[src/rtl/int_fanout_unit.sv]
module int_fanout_unit #(
  parameter int W  = 32,
  parameter int SW = 6
) (
  input  logic          clk,
  input  logic          rst_n,
  input  logic          in_valid,
  output logic          in_ready,
  input  logic [4:0]    in_op,
  input  logic [W-1:0]  in_a,
  input  logic [W-1:0]  in_b,
  input  logic [4*SW-1:0] in_dst,
  output logic          out_valid,
  input  logic          out_ready,
  output logic [SW-1:0] out_slot,
  output logic [W-1:0]  out_data
);
  localparam int BW = $clog2(W);
  localparam int SUB = SW + 2;
  localparam logic [4:0] OP_CMP = 5'd16, OP_ADD = 5'd17, OP_SUB = 5'd18,
                         OP_MUL = 5'd19, OP_DIV = 5'd20, OP_SPL = 5'd21,
                         OP_AND = 5'd28, OP_OR  = 5'd29, OP_XOR = 5'd30;

  typedef enum logic [1:0] {S_IDLE, S_DIV, S_EMIT} state_t;
  state_t state;

  logic [SW-1:0] slot_q [4];
  logic [W-1:0]  val_q  [4];
  logic [1:0]    idx;
  logic [W-1:0]  dq, dr, dvs;
  logic [BW-1:0] cnt;

  logic [SW-1:0] nslot [4];
  logic [W-1:0]  nval  [4];

  function automatic logic cmp_f(input logic [2:0] c, input logic [W-1:0] a, b);
    case (c)
      3'd0:    cmp_f = (a == b);
      3'd1:    cmp_f = (a != b);
      3'd2:    cmp_f = ($signed(a) <  $signed(b));
      3'd3:    cmp_f = ($signed(a) <= $signed(b));
      3'd4:    cmp_f = ($signed(a) >  $signed(b));
      3'd5:    cmp_f = ($signed(a) >= $signed(b));
      3'd6:    cmp_f = (a < b);
      default: cmp_f = (a >= b);
    endcase
  endfunction

  function automatic logic [W-1:0] split_f(input logic [1:0] sel, input logic [W-1:0] a,
                                           input logic [BW-1:0] sh);
    logic [W-1:0] mask;
    logic [BW:0]  up;
    mask = (W'(1) << sh) - W'(1);
    up   = (BW+1)'(W) - {1'b0, sh};
    case (sel)
      2'b00:   split_f = a & mask;
      2'b01:   split_f = a << up;
      2'b10:   split_f = a >> sh;
      default: split_f = a & ~mask;
    endcase
  endfunction

  logic [W-1:0]   sum, dif;
  logic [2*W-1:0] prod;
  logic           ovf_add, ovf_sub;

  assign sum  = in_a + in_b;
  assign dif  = in_a - in_b;
  assign prod = {{W{1'b0}}, in_a} * {{W{1'b0}}, in_b};
  assign ovf_add = (in_a[W-1] == in_b[W-1]) && (sum[W-1] != in_a[W-1]);
  assign ovf_sub = (in_a[W-1] != in_b[W-1]) && (dif[W-1] != in_a[W-1]);

  always_comb begin
    for (int k = 0; k < 4; k++) begin
      nslot[k] = '0;
      nval[k]  = '0;
    end
    case (in_op)
      OP_ADD, OP_SUB, OP_MUL, OP_DIV, OP_AND, OP_OR, OP_XOR: begin
        for (int k = 0; k < 4; k++) nslot[k] = in_dst[k*SW +: SW];
        case (in_op)
          OP_ADD: begin
            for (int k = 0; k < 3; k++) nval[k] = sum;
            nval[3] = {{(W-1){1'b0}}, ovf_add};
          end
          OP_SUB: begin
            for (int k = 0; k < 3; k++) nval[k] = dif;
            nval[3] = {{(W-1){1'b0}}, ovf_sub};
          end
          OP_MUL: begin
            for (int k = 0; k < 3; k++) nval[k] = prod[W-1:0];
            nval[3] = prod[2*W-1:W];
          end
          OP_AND:  for (int k = 0; k < 4; k++) nval[k] = in_a & in_b;
          OP_OR:   for (int k = 0; k < 4; k++) nval[k] = in_a | in_b;
          OP_XOR:  for (int k = 0; k < 4; k++) nval[k] = in_a ^ in_b;
          default: ;
        endcase
      end
      OP_CMP: begin
        nslot[0] = in_dst[3 +: SW];
        nslot[1] = in_dst[SW+3 +: SW];
        nslot[2] = in_dst[2*SW+6 +: SW];
        nval[0]  = {{(W-1){1'b0}},  cmp_f(in_dst[2:0], in_a, in_b)};
        nval[1]  = {{(W-1){1'b0}}, ~cmp_f(in_dst[2:0], in_a, in_b)};
        nval[2]  = {{(W-1){1'b0}},  cmp_f(in_dst[2*SW+3 +: 3], in_a, in_b)};
      end
      OP_SPL: begin
        for (int k = 0; k < 3; k++) begin
          nslot[k] = in_dst[k*SUB+2 +: SW];
          nval[k]  = split_f(in_dst[k*SUB +: 2], in_a, in_b[BW-1:0]);
        end
      end
      default: ;
    endcase
  end

  logic [W:0]   r_sh;
  logic         ge;
  logic [W-1:0] r_nx, q_nx;

  assign r_sh = {dr, dq[W-1]};
  assign ge   = r_sh >= {1'b0, dvs};
  assign r_nx = ge ? W'(r_sh - {1'b0, dvs}) : r_sh[W-1:0];
  assign q_nx = {dq[W-2:0], ge};

  always_ff @(posedge clk) begin
    if (!rst_n) begin
      state <= S_IDLE;
      idx   <= '0;
      dq    <= '0;
      dr    <= '0;
      dvs   <= '0;
      cnt   <= '0;
      for (int k = 0; k < 4; k++) begin
        slot_q[k] <= '0;
        val_q[k]  <= '0;
      end
    end else begin
      case (state)
        S_IDLE: if (in_valid) begin
          for (int k = 0; k < 4; k++) begin
            slot_q[k] <= nslot[k];
            val_q[k]  <= nval[k];
          end
          idx <= '0;
          if (in_op == OP_DIV) begin
            state <= S_DIV;
            dq    <= in_a;
            dr    <= '0;
            dvs   <= in_b;
            cnt   <= '0;
          end else begin
            state <= S_EMIT;
          end
        end
        S_DIV: begin
          dq  <= q_nx;
          dr  <= r_nx;
          cnt <= cnt + BW'(1);
          if (cnt == BW'(W-1)) begin
            for (int k = 0; k < 3; k++) val_q[k] <= q_nx;
            val_q[3] <= r_nx;
            state    <= S_EMIT;
          end
        end
        default: if (slot_q[idx] == '0 || out_ready) begin
          idx <= idx + 2'd1;
          if (idx == 2'd3) state <= S_IDLE;
        end
      endcase
    end
  end

  assign in_ready  = (state == S_IDLE);
  assign out_valid = (state == S_EMIT) && (slot_q[idx] != '0);
  assign out_slot  = slot_q[idx];
  assign out_data  = val_q[idx];
endmodule

[config.mk]
export PLATFORM = sky130hd
export DESIGN_NAME = int_fanout_unit
export DESIGN_NICKNAME = d
export VERILOG_FILES = /design/src/rtl/int_fanout_unit.sv
export SDC_FILE = /design/constraint.sdc
export NUM_CORES = 2
export LEC_CHECK = 0
export BUFFER_PORTS_ARGS = -buffer_cell sky130_fd_sc_hd__buf_2
export CAP_MARGIN = 20
export CORE_MARGIN = 2
export CORE_UTILIZATION = 40
export CTS_CLUSTER_DIAMETER = 60
export DETAILED_ROUTE_END_ITERATION = 12
export SYNTH_ARGS = -nofsm -noshare
export SYNTH_HDL_FRONTEND = slang
export SYNTH_SLANG_ARGS = --single-unit
[constraint.sdc]
create_clock -name clk -period 22 [get_ports clk]
set_clock_uncertainty 0.15 [all_clocks]
set_input_delay 0 -clock clk [delete_from_list [all_inputs] [get_ports clk]]
set_output_delay 0 -clock clk [all_outputs]
set_load 0.005 [all_outputs]
### After elaboration in Yosys (flattened, before gate mapping)

Memory sizes are Yosys's and may differ from the RTL's. A register that Yosys moved wholly into a read port is not among the register bits.
Cells that the tools add are included.

| storage, ports and cells | value |
|---|---|
| output and inout bits | 40 |
| register bits | 105 |
| RAM bits | 152 |
| memories | 2 |
| input bits | 97 |
| word-level logic and storage cells | 162 |

| cells by class | value |
|---|---|
| equal/unequal tests | 40 |
| multiply operators | 1 |
| shift-type cells | 3 |
| order comparisons | 7 |
| add/sub/neg operators | 7 |
| bitwise gates (word level) | 20 |
| muxes and demuxes | 55 |
| reduce and logical (&&, ||, !) cells | 21 |

Memory list:

| memory | words | bits a word | rd ports | clocked after Yosys merged registers in | wr ports | line | source |
|---|---|---|---|---|---|---|---|
| val_q | 4 | 32 | 1 | 1 | 4 | 28 | `logic [W-1:0] val_q [4];` |
| slot_q | 4 | 6 | 1 | 1 | 4 | 27 | `logic [SW-1:0] slot_q [4];` |

Operators by type and width:

| kind | number |
|---|---|
| $pmux W128 S6 | 1 |
| $mux W32 | 14 |
| $pmux W32 S3 | 3 |
| $pmux W96 S3 | 1 |
| $pmux W32 S2 | 2 |
| $and A32 B32 Y32 | 3 |
| $ge A32 B32 Y1 | 2 |
| $lt A32 B32 Y1 | 2 |
| $mul A32 B32 Y64 | 1 |
| $sub A32 B32 Y32 | 2 |
| $pmux W18 S3 | 1 |
| $eq A5 B5 Y1 const B | 10 |
| $ge A33 B32 Y1 | 1 |
| $add A32 B32 Y32 | 1 |
| $eq A32 B32 Y1 | 1 |
| $gt A32 B32 Y1 | 1 |
| $le A32 B32 Y1 | 1 |
| $ne A32 B32 Y1 | 1 |
| $not A32 Y32 | 1 |
| $or A32 B32 Y32 | 1 |
| $shl A1 B5 Y32 const A | 1 |
| $shl A32 B6 Y32 | 1 |
| $shr A32 B5 Y32 | 1 |
| $sub A32 B2 Y32 const B | 1 |
| other kinds (33) | 100 |

### Logic depth before layout (Yosys ltp)

| depth | value |
|---|---|
| word-level depth | 8 |
| gate-level depth with buffers | 34 |

### Worst setup path after synthesis

No wires, ideal clock.

| timing path | value |
|---|---|
| path kind | input to register |
| from | input in_b[2] |
| to | memory val_q[3][28] (data pin) |
| setup slack | 13630 ps |
| buffers on the path | 6 |
| stages | 31 |
| required time | 21575 ps |
| arrival | 7945 ps |
| path through | buf_2 > buf_1 > clkinv_1 > clkbuf_1 > clkbuf_1 > buf_1 > nor2_1 > fa_1 > inv_1 > fa_1 > fa_1 > fa_1 > inv_1 > fa_1 > inv_1 > fa_1 > inv_1 > fa_1 > fa_1 > ha_1 > clkbuf_1 > a21o_1 > a31o_2 > a311oi_1 > o311ai_0 > a221oi_1 > o21a_1 > o21ai_1 > a221oi_2 > mux2i_1 > o221ai_1 |

RTL lines:

| element | line | source |
|---|---|---|
| start: declaration | 11 | `input logic [W-1:0] in_b,` |
| end: declaration | 28 |  |

==> key figures <==
Status
  • Status: completed

Clocking
  • Root Buffer Master: clkbuf_16
  • Reg clk slew, reported paths: 0.06 ns
  • Sink Count: 259
  • TritonCTS clock tree: done
  • H-tree Lvls: 1
  • Bufs on Longest Clock Path: 3
  • Worst skew pair latency: 0.63 ns
  • Cts bufs inserted: 31
  • Post-CTS Repair Setup Buffers: 0

Synth
  • Most common cell in the netlist: inv_1
  • Async S/R FF share, synth: 0%
  • Synth Register Bits: 259
  • Mapped Cells: 6815
  • Register area share after synthesis: 11.65%
  • Syn Std Cell Area: 0.05759 mm²
  • Synthesis Warnings: 0
  • Yosys top cell area share: 31.22%
  • Syn_nets: 8214
  • Syn avg cell area: 8.450 µm²
  • Ys flop type: edfxtp_1
  • Cell variety after synth: 96
  • Top cells by area, synth: fa_1, ha_1, edfxtp_1
  • Post-synth top cells: inv_1, fa_1, nor2_1
  • Post-synth EDFFs: 152
  • Synth area leader: fa_1

Timing
  • Final hold violation count: 0
  • Minimum clock period: 9.214 ns
  • Fmax: 108.5 MHz
  • Least-Margin Pin Slew: 1.309 ns
  • Final Max Tran Viols: 0
  • Final WS setup: 12.79 ns
  • Final TNS setup: 0 ns
  • Final period util: 41.88%
  • Setup violations, final: 0
  • Max-slew headroom: 12.21%
  • RSZ-0062 raised after global routing: false

Cells and area
  • Filler cells: 14260
  • Nets@finish: 8129
  • Share of cells above drive strength 1: 8.142%
  • Design area: 0.06195 mm²
  • Final core utilization: 43.23%
  • Area Growth Syn to Fin: 7.570%

Worst setup path
  • Crit end category: register
  • Worst Path Required: 22.30 ns
  • Critical path peak fanout: 20
  • Critical Path AT: 9.51 ns
  • Setup Crit Path Kind: primary input to register
  • Startpoint type of the worst setup path: primary input

Die
  • Die height: 383.4 µm
  • Number of cell rows: 139
  • Die width: 383.4 µm
  • Core footprint: 0.1433 mm²
  • Starting density of the core: 40.18%
  • Die Footprint: 0.1470 mm²
  • Ports: 137

Placed design
  • # port buffers: 136
  • Place WS: 12.44 ns
  • Post-DP HPWL: 198300 µm
  • Gpl congestion: 1.047
  • Placed instance area: 0.06010 mm²

Global routing
  • Initial antenna violation count: 22
  • Largest net degree at the start of global routing: 81
  • Vias in the first global route: 53690
  • First-pass GRT wire length: 382800 µm
  • Tot GR Track Use: 35.82%
  • Total gr overflow: 0

Detailed routing
  • DRC Markers: 0
  • Routed len/inst: 30.52 µm
  • Drt pass-1 iters: 10
  • Via/cell ratio: 6.191
  • Routed WL: 264600 µm
  • Vias after detailed routing: 53670
  • Drt first-iter violations: 7361
  • Final ANT Viol Nets: 0

Flow run
  • Max_cap viols: 0

Worst hold path
  • Worst min path class: primary input to register
area by class of cell:
type | count | area, µm² | share of cell area [%]
inverters | 1026 | 3851 | 6.217
diodes | 11 | 27.53 | 0.04444
clock inverters | 25 | 332.8 | 0.5373
flip-flops and latches | 259 | 6709 | 10.83
repair buffers | 361 | 2556 | 4.127
clock buffers | 33 | 804.5 | 1.299
well taps | 1903 | 2381 | 3.844
multi-input cells | 5051 | 45280 | 73.10
flip-flops by register name (all words and copies together) (netlist names), named ones only:
name,count
idx,2
slot_q,24
val_q,128
dr,32
state,2
dq,32
cnt,5
dvs,32
worst paths after layout:
check	startpoint	endpoint	slack, ns	depth (start not counted)
worst max-delay path	in_a[17]	val_q[3][29]	12.79	28
worst max register to register	state[1]	val_q[0][18]	17.63	8
worst min register to register	dvs[24]	dvs[24]	0.32	2
worst min-delay path	in_b[18]	dvs[18]	0.03	4
cells in the final DEF (no fill, tap or decap), types with 82 or more instances in the layout:
cell and instances:
ha_1 404, nand2_1 830, xnor2_1 82, buf_4 159, edfxtp_1 152, nor2_1 869, o21ai_0 252, dfxtp_1 105
inv_1 1004, fa_1 898, mux2i_1 107, a21oi_1 300, mux4_2 92, buf_2 136
worst max-delay path: stages:
cell	delay, ns
dlygate4sd3_1	0.53
buf_2	0.10
buf_4	0.36
buf_4	0.43
inv_1	0.07
buf_4	0.28
nor2_1	0.19
fa_1	0.49
fa_1	0.55
inv_1	0.06
fa_1	0.44
fa_1	0.54
inv_1	0.06
fa_1	0.55
fa_1	0.43
fa_1	0.51
fa_1	0.41
ha_1	0.52
nand4_1	0.21
or3_1	0.42
nor2_1	0.11
o211ai_1	0.16
a2111oi_2	0.61
o31ai_1	0.26
nor3_1	0.41
o311ai_1	0.20
a2111o_1	0.45
o211ai_1	0.10
layer usage:
| metal | track usage [%] | share of wire [%] | vias up |
|---|---|---|---|
| li1 | - | - | 22280 |
| met1 | 46.50 | 38 | 27190 |
| met2 | 53.42 | 42 | 3433 |
| met3 | 9.136 | 12 | 762 |
| met4 | 22.19 | 7.8 | 8 |
| met5 | 0 | 0.031 | - |
kinds of logic after synthesis:
| family | Yosys count | share of synthesized area (%) |
|---|---|---|
| AO/OA/AOI/OAI | 1283 | 15.15 |
| XOR/XNOR | 116 | 1.764 |
| adder cells (fa/ha/maj) | 1302 | 40.00 |
| buffers and inverters | 1505 | 9.871 |
| flip-flops | 259 | 11.65 |
| multiplexers | 225 | 5.992 |
| AND/OR/NAND/NOR | 2125 | 15.58 |
through the flow:
stage | hold slack, ns | cells
floorplan | -0.005082 | 6815
detailed placement | 0.1536 | 8534
finish | 0.02677 | 8669
CTS | 0.02183 | 8653
global placement | 0.1463 | 8532
global route | 0.04595 | 8659
what timing repair did:
item                      in CTS  in global routing
hold endpoints to repair     109                  0
hold buffers                  61                  0
resized for setup              0                  0
Power is left out: the tool's default activity adds up to more than one toggle a clock period on the data nets, which glitch-free logic cannot reach.
